<file path="src/rtl/kwd_pkg.sv">
package kwd_pkg;
  localparam int unsigned REG_W  = 32;
  localparam int unsigned ADDR_W = 6;
  localparam int unsigned CNT_W  = 2 * REG_W;

  localparam logic [ADDR_W-1:0] OFS_ID     = 6'h00;
  localparam logic [ADDR_W-1:0] OFS_CNT_LO = 6'h10;
  localparam logic [ADDR_W-1:0] OFS_CNT_HI = 6'h14;
  localparam logic [ADDR_W-1:0] OFS_PER_LO = 6'h18;
  localparam logic [ADDR_W-1:0] OFS_PER_HI = 6'h1C;
  localparam logic [ADDR_W-1:0] OFS_TCTL   = 6'h20;
  localparam logic [ADDR_W-1:0] OFS_GCTL   = 6'h24;
  localparam logic [ADDR_W-1:0] OFS_WCTL   = 6'h28;

  localparam int unsigned MODE_LSB = 6;
  localparam int unsigned EN_BIT   = 14;
  localparam int unsigned FLAG_BIT = 15;
  localparam int unsigned KEY_LSB  = 16;
  localparam int unsigned KEY_W    = REG_W - KEY_LSB;

  typedef enum logic [1:0] {
    WD_OFF = 2'd0,
    WD_PRE = 2'd1,
    WD_ACT = 2'd2,
    WD_SVC = 2'd3
  } wdState_t;

  typedef struct packed {
    logic [1:0] wrCnt;
    logic [1:0] wrPer;
    logic       wrTimerCtl;
    logic       wrGlobalCtl;
    logic       restart;
    logic       clrFlag;
    logic       armed;
  } dpStrobes_t;
endpackage

</file>
<file path="src/rtl/kwd_ctrl.sv">
module kwd_ctrl
  import kwd_pkg::*;
#(
  parameter logic [KEY_W-1:0] KEY_ARM  = 16'hA5C6,
  parameter logic [KEY_W-1:0] KEY_KICK = 16'hDA7E
) (
  input  logic              clk,
  input  logic              rstN,
  input  logic [ADDR_W-1:0] regAddr,
  input  logic [REG_W-1:0]  regWdata,
  input  logic              regWe,
  output dpStrobes_t        strobes
);
  wdState_t          state;
  wdState_t          stateNext;
  logic              wrCtl;
  logic              locked;
  logic              kickOk;
  logic [KEY_W-1:0]  key;

  assign key    = regWdata[KEY_LSB +: KEY_W];
  assign wrCtl  = regWe && (regAddr == OFS_WCTL);
  assign locked = (state != WD_OFF);

  always_comb begin
    stateNext = state;
    kickOk    = 1'b0;
    if (wrCtl) begin
      case (state)
        WD_OFF: if (key == KEY_ARM && regWdata[EN_BIT]) stateNext = WD_PRE;
        WD_PRE: if (key == KEY_KICK) begin
                  stateNext = WD_ACT;
                  kickOk    = 1'b1;
                end
        WD_ACT: if (key == KEY_ARM) stateNext = WD_SVC;
        WD_SVC: begin
                  stateNext = WD_ACT;
                  kickOk    = (key == KEY_KICK);
                end
        default: stateNext = WD_OFF;
      endcase
    end
  end

  always_ff @(posedge clk or negedge rstN) begin
    if (!rstN) state <= WD_OFF;
    else       state <= stateNext;
  end

  always_comb begin
    strobes.wrCnt[0]    = regWe && !locked && (regAddr == OFS_CNT_LO);
    strobes.wrCnt[1]    = regWe && !locked && (regAddr == OFS_CNT_HI);
    strobes.wrPer[0]    = regWe && !locked && (regAddr == OFS_PER_LO);
    strobes.wrPer[1]    = regWe && !locked && (regAddr == OFS_PER_HI);
    strobes.wrTimerCtl  = regWe && !locked && (regAddr == OFS_TCTL);
    strobes.wrGlobalCtl = regWe && !locked && (regAddr == OFS_GCTL);
    strobes.restart     = kickOk;
    strobes.clrFlag     = wrCtl && regWdata[FLAG_BIT];
    strobes.armed       = locked;
  end

  AST_ENABLE_STICKY: assert property (@(posedge clk) disable iff (!rstN)
    (state != WD_OFF) |=> (state != WD_OFF)) else $error("enable cleared");

  AST_ARM_VIA_PRE: assert property (@(posedge clk) disable iff (!rstN)
    (state == WD_OFF) |=> (state == WD_OFF || state == WD_PRE)) else $error("skipped pre-active");
endmodule

</file>
<file path="src/rtl/kwd_datapath.sv">
module kwd_datapath
  import kwd_pkg::*;
#(
  parameter logic [REG_W-1:0] ID_VALUE = 32'h4B57_0100
) (
  input  logic              clk,
  input  logic              rstN,
  input  dpStrobes_t        strobes,
  input  logic [ADDR_W-1:0] regAddr,
  input  logic [REG_W-1:0]  regWdata,
  output logic [REG_W-1:0]  regRdata,
  output logic              rstReq
);
  localparam int unsigned HALVES = CNT_W / REG_W;

  logic [CNT_W-1:0] cnt;
  wire  [CNT_W-1:0] perFull;
  logic [1:0]       modeSel;
  logic [3:0]       gctl;
  logic             toFlag;
  logic             running;
  logic             hit;
  logic             fire;

  for (genvar h = 0; h < HALVES; h++) begin : g_per
    logic [REG_W-1:0] half;
    always_ff @(posedge clk or negedge rstN) begin
      if (!rstN)                half <= '0;
      else if (strobes.wrPer[h]) half <= regWdata;
    end
    assign perFull[h*REG_W +: REG_W] = half;
  end

  assign running = (modeSel == 2'd2) && (gctl[1:0] == 2'b11) && (gctl[3:2] == 2'd2);
  assign hit     = (cnt == perFull);
  assign fire    = running && hit && strobes.armed;

  always_ff @(posedge clk or negedge rstN) begin
    if (!rstN) begin
      cnt <= '0;
    end else if (strobes.restart) begin
      cnt <= '0;
    end else if (|strobes.wrCnt) begin
      for (int h = 0; h < HALVES; h++)
        if (strobes.wrCnt[h]) cnt[h*REG_W +: REG_W] <= regWdata;
    end else if (running) begin
      cnt <= hit ? '0 : cnt + 1'b1;
    end
  end

  always_ff @(posedge clk or negedge rstN) begin
    if (!rstN) begin
      modeSel <= '0;
      gctl    <= '0;
      toFlag  <= 1'b0;
      rstReq  <= 1'b0;
    end else begin
      if (strobes.wrTimerCtl)  modeSel <= regWdata[MODE_LSB +: 2];
      if (strobes.wrGlobalCtl) gctl    <= regWdata[3:0];
      if (fire)                 toFlag  <= 1'b1;
      else if (strobes.clrFlag) toFlag  <= 1'b0;
      rstReq <= fire;
    end
  end

  always_comb begin
    regRdata = '0;
    case (regAddr)
      OFS_ID:     regRdata = ID_VALUE;
      OFS_CNT_LO: regRdata = cnt[0 +: REG_W];
      OFS_CNT_HI: regRdata = cnt[REG_W +: REG_W];
      OFS_PER_LO: regRdata = perFull[0 +: REG_W];
      OFS_PER_HI: regRdata = perFull[REG_W +: REG_W];
      OFS_TCTL:   regRdata[MODE_LSB +: 2] = modeSel;
      OFS_GCTL:   regRdata[3:0] = gctl;
      OFS_WCTL: begin
        regRdata[EN_BIT]   = strobes.armed;
        regRdata[FLAG_BIT] = toFlag;
      end
      default:    regRdata = '0;
    endcase
  end

  AST_PULSE_SETS_FLAG: assert property (@(posedge clk) disable iff (!rstN)
    rstReq |-> toFlag) else $error("pulse without flag");

  AST_TIMEOUT_ONLY_ARMED: assert property (@(posedge clk) disable iff (!rstN)
    rstReq |-> $past(strobes.armed)) else $error("timeout while disarmed");

  AST_KICK_CLEARS_COUNT: assert property (@(posedge clk) disable iff (!rstN)
    strobes.restart |=> (cnt == '0)) else $error("kick did not clear");

  AST_LOCKED_CFG_STABLE: assert property (@(posedge clk) disable iff (!rstN)
    strobes.armed |=> ($stable(perFull) && $stable(modeSel) && $stable(gctl)))
    else $error("config changed while locked");
endmodule

</file>
<file path="src/rtl/keyed_watchdog.sv">
module keyed_watchdog
  import kwd_pkg::*;
#(
  parameter logic [KEY_W-1:0] KEY_ARM  = 16'hA5C6,
  parameter logic [KEY_W-1:0] KEY_KICK = 16'hDA7E,
  parameter logic [REG_W-1:0] ID_VALUE = 32'h4B57_0100
) (
  input  logic              clk,
  input  logic              rstN,
  input  logic [ADDR_W-1:0] regAddr,
  input  logic [REG_W-1:0]  regWdata,
  input  logic              regWe,
  output logic [REG_W-1:0]  regRdata,
  output logic              rstReq
);
  dpStrobes_t strobes;

  kwd_ctrl #(
    .KEY_ARM (KEY_ARM),
    .KEY_KICK(KEY_KICK)
  ) i_ctrl (
    .clk     (clk),
    .rstN    (rstN),
    .regAddr (regAddr),
    .regWdata(regWdata),
    .regWe   (regWe),
    .strobes (strobes)
  );

  kwd_datapath #(
    .ID_VALUE(ID_VALUE)
  ) i_datapath (
    .clk     (clk),
    .rstN    (rstN),
    .strobes (strobes),
    .regAddr (regAddr),
    .regWdata(regWdata),
    .regRdata(regRdata),
    .rstReq  (rstReq)
  );
endmodule

</file>
<file path="config.mk">
export PLATFORM = sky130hd
export DESIGN_NAME = keyed_watchdog
export DESIGN_NICKNAME = d
export VERILOG_FILES = /design/src/rtl/kwd_pkg.sv /design/src/rtl/kwd_ctrl.sv /design/src/rtl/kwd_datapath.sv /design/src/rtl/keyed_watchdog.sv
export SDC_FILE = /design/constraint.sdc
export NUM_CORES = 1
export LEC_CHECK = 0
export CORE_ASPECT_RATIO = 1.75
export CORE_MARGIN = 10
export CORE_UTILIZATION = 40
export CTS_CLUSTER_SIZE = 25
export DETAILED_ROUTE_END_ITERATION = 7
export DONT_BUFFER_PORTS = 1
export HOLD_SLACK_MARGIN = 0.1
export SLEW_MARGIN = 20
export SYNTH_ARGS = -nofsm -noshare
export SYNTH_HDL_FRONTEND = slang
export SYNTH_SLANG_ARGS = --single-unit
export TNS_END_PERCENT = 10
</file>
<file path="constraint.sdc">
create_clock -name clk -period 3.24 [get_ports clk]
set_input_delay 0.162 -clock clk [delete_from_list [all_inputs] [get_ports clk]]
set_output_delay 0.162 -clock clk [all_outputs]
set_load 0.03 [all_outputs]
</file>
Yosys cells after proc, flatten, opt, wreduce, memory -nomap -nowiden
Index checks and enable logic that the tools add are counted.
{ "classes": {"mul": 0, "n_shift": 0, "div": 0, "bitwise": 0, "reduce_logical": 24, "n_mux": 21, "addsub": 1, "n_lt_le_gt_ge": 0, "eq_ne": 21} }
{ "op_table": {"columns": ["op", "n"], "rows": [
  ["2-to-1 mux 64 bit", 4],
  ["one-hot mux 16 bit (5 select lines)", 1],
  ["adder 64 x 1 -> 64 bit, second input constant", 1],
  ["equality test 64 bit", 1],
  ["2-to-1 mux 32 bit", 2],
  ["equality test 16 bit, second input constant", 2],
  ["one-hot mux 6 bit (5 select lines)", 1],
  ["equality test 6 x 5 -> 1 bit, second input constant", 4],
  ["one-hot mux 2 bit (5 select lines)", 2],
  ["one-hot mux 4 bit (5 select lines)", 1],
  ["equality test 6 bit, second input constant", 3],
  ["one-hot mux 2 bit (4 select lines)", 2],
  ["logical AND 1 bit", 14],
  ["equality test 2 bit, second input constant", 5],
  ["logical NOT 6 bit", 1],
  ["2-to-1 mux 2 bit", 3],
  ["!= test 2 x 1 -> 1 bit, second input constant", 3],
  ["!= test 3 bit, second input constant", 2],
  ["2-to-1 mux 1 bit", 4],
  ["AND reduction 2 bit", 2],
  ["AND reduction 4 bit", 1],
  ["nonzero test 2 bit", 2],
  ["nonzero test 3 bit", 1],
  ["equality test 2 x 1 -> 1 bit, second input constant", 1],
  ["other kinds (4)", 4]
]} }
{ "totals": {"rom_bits": 0, "latch_bits": 0, "word_cells": 76, "input_bits": 41, "ram_bits": 0, "register_bits": 138, "mem_count": 0, "out_inout_bits": 33} }

Depth between registers and ports, before layout
{ "logic_depth": {"depth_word": 7, "mapped_depth": 10} }

Cells and area by module
From an unflattened synthesis, not the netlist that was laid out.
{ "unflattened": {"hier_cells": 1104, "area_unflattened_um2": 9535.4} }
{ "by_module_without_submodules": {"columns": ["module", "area_each_um2", "instances", "seq_area_each_um2", "cells_per_inst"], "rows": [
  ["kwd_datapath", 9178.8, 1, 3403.3, 1065],
  ["kwd_ctrl", 356.6, 1, 50.0, 39]
]} }

Worst setup path after synthesis
No wires, ideal clock.
{ "synth_timing": {"kind": "register to register", "start": "reg i_datapath.cnt[0]", "end": "reg i_datapath.cnt[60]", "t_required_ns": 3.104, "stages_incl_launch_ff": 10, "arrival_ns": 2.313, "n_path_buf": 1, "path_slack_ns": 0.791, "path_cell_list": "dfrtp_1 ha_1 nand3_2 nor4_4 and3_1 buf_2 nand4_1 or4_1 a31oi_1 a31oi_1"} }
{ "synth_between": {"elab_chain_len": 5, "word_cells_on_any_way": 6, "classes_between": "1 x add/sub; 1 x eq/ne; 4 x mux"} }
{ "synth_rtl": {"columns": ["element", "line_no", "rtl"], "rows": [
  ["start: declaration", "kwd_datapath.sv:16", "logic [CNT_W-1:0] cnt;"],
  ["start signal: indexed assignment", "kwd_datapath.sv:45", "if (strobes.wrCnt[h]) cnt[h*REG_W +: REG_W] <= regWdata;"],
  ["start signal: assignment", "kwd_datapath.sv:47", "cnt <= hit ? '0 : cnt + 1'b1;"],
  ["adder 64 x 1 -> 64 bit / equality test 64 bit (equally long branches)", "kwd_datapath.sv:47, kwd_datapath.sv:35", null],
  ["2-to-1 mux 64 bit (*)", "kwd_datapath.sv:47", null],
  ["2-to-1 mux 64 bit (*)", "kwd_datapath.sv:46", "end else if (running) begin"],
  ["2-to-1 mux 64 bit (*)", "kwd_datapath.sv:43", "end else if (|strobes.wrCnt) begin"],
  ["2-to-1 mux 64 bit (*)", "kwd_datapath.sv:41", "end else if (strobes.restart) begin"]
]} }
Every way passes the cells marked *; elsewhere a longest branch is shown, timed or not. The select of a mux whose other input is x is not followed.
A chain may end at the register's enable or synchronous reset.

Final worst setup path
{ "layout_timing": {"start": "reg i_datapath.g_per[1].half[9]", "end": "reg i_datapath.cnt[21]"} }
{ "layout_between": {"elab_chain_len": 5} }
{ "layout_rtl": {"columns": ["element", "line_no", "rtl"], "rows": [
  ["start: declaration", "kwd_datapath.sv:26", "logic [REG_W-1:0] half;"],
  ["start signal: assignment", "kwd_datapath.sv:29", "else if (strobes.wrPer[h]) half <= regWdata;"],
  ["equality test 64 bit", "kwd_datapath.sv:35", "assign hit = (cnt == perFull);"],
  ["2-to-1 mux 64 bit", "kwd_datapath.sv:47", null],
  ["2-to-1 mux 64 bit", "kwd_datapath.sv:46", null],
  ["2-to-1 mux 64 bit", "kwd_datapath.sv:43", null],
  ["2-to-1 mux 64 bit", "kwd_datapath.sv:41", null]
]} }
No other way between the ends. The select of a mux whose other input is x is not followed.

==> results.ini <==
[timing]
tightest_slew_ps=819
skew_ps=9.55
hold_viol_final=138
fmax_mhz=324
max-slew-margin-rel=0.438
slew_violations=0
holdWs_ps=-595
min_period_ps=3080
layout_setup_ws_ps=156
period_share=0.952
tns_ps=0
final-setup-viol-count=0
rsz0062_at_grt=false

[worst_setup_path]
arrival_ps=3460
critPathLaunchType=flop
cp_max_fo=13
r2r_slack_ps=160
required_ps=3620
worst_r2r_endpoint=i_datapath.cnt[21]
crit_type=flop to flop
r2r_cells=11
reg2reg_from=i_datapath.g_per[1].half[9]
cp-end-kind=flop

[clock_network]
root_buffer=clkbuf_16
clk_path_buf_depth=2
cts_tree=built
h-tree-depth=4
worstSkewPairLatency_ps=460
cts_buffers=17
path_clk_slew_ps=60
clkSinkCount=138
ctsHoldBuffers=38

[detailed_routing]
wl_met3_mm=3.20
wl_met2_mm=24.4
postRouteAntennaNets=0
routed_via_density=6.66
drt_iter0_drc=1173
routedLengthMet1_mm=16.4
drc=0
drt_first_pass_iters=6
wirelength_mm=49.6
routedWlPerCell_um=34.3
top_layer=met4
vias=9632

[finish]
ff_latch_area_sq_mm=0.00345
multi_input_area_sq_mm=0.00568
drive_gt1_frac=0.193
final_common_cell=dfrtp_1
synthToLayoutAreaGrowth_pct=18.0
fin_nets=1167
layout_common_cells=dfrtp_1, buf_4, nand2_1
n_fill_cell=2244

[global_routing]
grt_start_max_net_pins=139
track_usage=0.325
antenna_found_initial=5
grt_pass1_vias=9753
gr-total-overflow=0
grt_pass1_wl_mm=70.9

[die]
start_util=0.409
die_w_um=137
coreArea_sq_mm=0.0234
die_area_sq_mm=0.0308
die_y_um=225
ios=74
fp-row-count=74

[synth]
avgSynthCellArea_sq_um=8.97
ys_types=69
synth_fp_nets=1109
synth_edf_count=0
synth_seq_area_share=0.361
yosysWarnings=0
ys_ff_latch=138
async_reset_ff_frac=1.00
synthCells=1067
synth_ff_type=dfrtp_1
synth_area_sq_mm=0.00957

[place]
dp_slack_ps=138
gp_congestion=1.03
place_hpwl_mm=36.4
port_buffers=0

[run]
maxCapViolations=0

[power_and_ir_drop]
power.density_mw_per_mm2=428
peakVddDrop_mv=0.391
p_leak_nw=4.98

[run_status]
violations=hold timing
status=complete, but fails checks

[hold_path]
hold_class=primary input to async pin

## how the worst max path moves through the flow
stage	from	end	cells past startpoint
floorplan	i_datapath.cnt[0]	i_datapath.cnt[60]	9
global placement	i_datapath.cnt[0]	i_datapath.cnt[48]	8
detailed placement	i_datapath.cnt[0]	i_datapath.cnt[48]	8
CTS	regAddr[2]	i_datapath.cnt[20]	10
global route	i_datapath.g_per[1].half[9]	i_datapath.cnt[21]	11
finish	i_datapath.g_per[1].half[9]	i_datapath.cnt[21]	11
## where the power goes
| group | internal (W) | switching, W | leakage (nW) |
|---|---|---|---|
| clock network | 0.00113 | 0.000855 | 0.283 |
| registers | 0.00188 | 0.000224 | 1.75 |
| logic | 0.000319 | 0.000426 | 2.94 |
## area by class of cell
type,instances,share of cell area
antenna,5,0.00111
clock buffer,21,0.0417
clock inverter,11,0.00975
inverter,10,0.00332
multi-input combinational,823,0.503
sequential,138,0.306
tap,304,0.0337
timing repair buffer,135,0.102
## synth_stat cells (6+ instances only)
cell | n | share of area
nand2_1 | 93 | 0.036
o41ai_1 | 9 | 0.0082
o221ai_1 | 10 | 0.0091
nor4b_1 | 7 | 0.0064
nor3b_1 | 8 | 0.0063
a221o_1 | 24 | 0.025
o211ai_1 | 6 | 0.0047
nand2b_1 | 10 | 0.0065
nand3_1 | 43 | 0.022
inv_1 | 10 | 0.0039
nor3_1 | 29 | 0.015
nor4_1 | 28 | 0.018
a31oi_1 | 19 | 0.012
buf_2 | 29 | 0.015
a22o_1 | 9 | 0.0082
clkbuf_1 | 53 | 0.021
a21oi_1 | 29 | 0.015
xor2_1 | 66 | 0.060
buf_1 | 9 | 0.0035
o31ai_1 | 22 | 0.017
mux2_2 | 71 | 0.084
or4_1 | 7 | 0.0055
a22oi_1 | 7 | 0.0055
o21ai_0 | 57 | 0.030
or3_1 | 13 | 0.0085
o21ai_1 | 11 | 0.0058
dfrtp_1 | 138 | 0.36
and3_1 | 14 | 0.0091
nor2b_1 | 15 | 0.0098
nor2_1 | 76 | 0.030
a32o_1 | 7 | 0.0073
nand4_1 | 31 | 0.020
and2_1 | 7 | 0.0046
mux2i_1 | 32 | 0.033
## per-layer routing
layer / up-vias / GRT usage
li1: 4112 / -
met1: 4728 / 0.328
met2: 577 / 0.539
met3: 215 / 0.0679
met4: 0 / 0.307
met5: - / 0
## cell families after synthesis
family	share of synthesized area
compound gates	0.172
xor+xnor	0.0631
fa+ha+maj	0.00131
buf+inv	0.0474
flops	0.361
mux	0.117
simple gates	0.239
## flip-flops by register name, summed over array words and instances, names as in the netlist
name and flops:
i_datapath.cnt 64, i_datapath.g_per.half 64, i_datapath.gctl 4, i_ctrl.state 2, i_datapath.modeSel 2, i_datapath.rstReq 1, i_datapath.toFlag 1
## worst max-delay path, stage by stage (launching register included)
cell,delay [ps]
dfrtp_1,410
xor2_1,530
buf_4,210
nor4_1,40
buf_4,140
nand4_1,130
nor4_4,70
buf_4,180
nor2_1,510
buf_4,340
nand2_1,210
o21ai_0,210
## timing repair
action / 4_1_cts / 5_1_grt
setup buffers: 0 / 2
hold endpoints to repair: 259 / 138
endpoints found under the setup margin: 0 / 5
gates resized for setup: 0 / 2
## metrics by stage
stage	cell area (sq um)	utilization	std cells	hold WS (ps)	total power, W
2_1_floorplan	9570	-	1067	-134	0.00246
3_3_place_gp	10300	0.440	1370	-129	0.00277
3_5_place_dp	10300	0.440	1370	-129	0.00277
4_1_cts	11300	0.481	1440	-616	0.00483
5_1_grt	11300	0.482	1447	-615	0.00496
6_report	11300	0.482	1447	-595	0.00484
(Power assumes the default switching activity.)
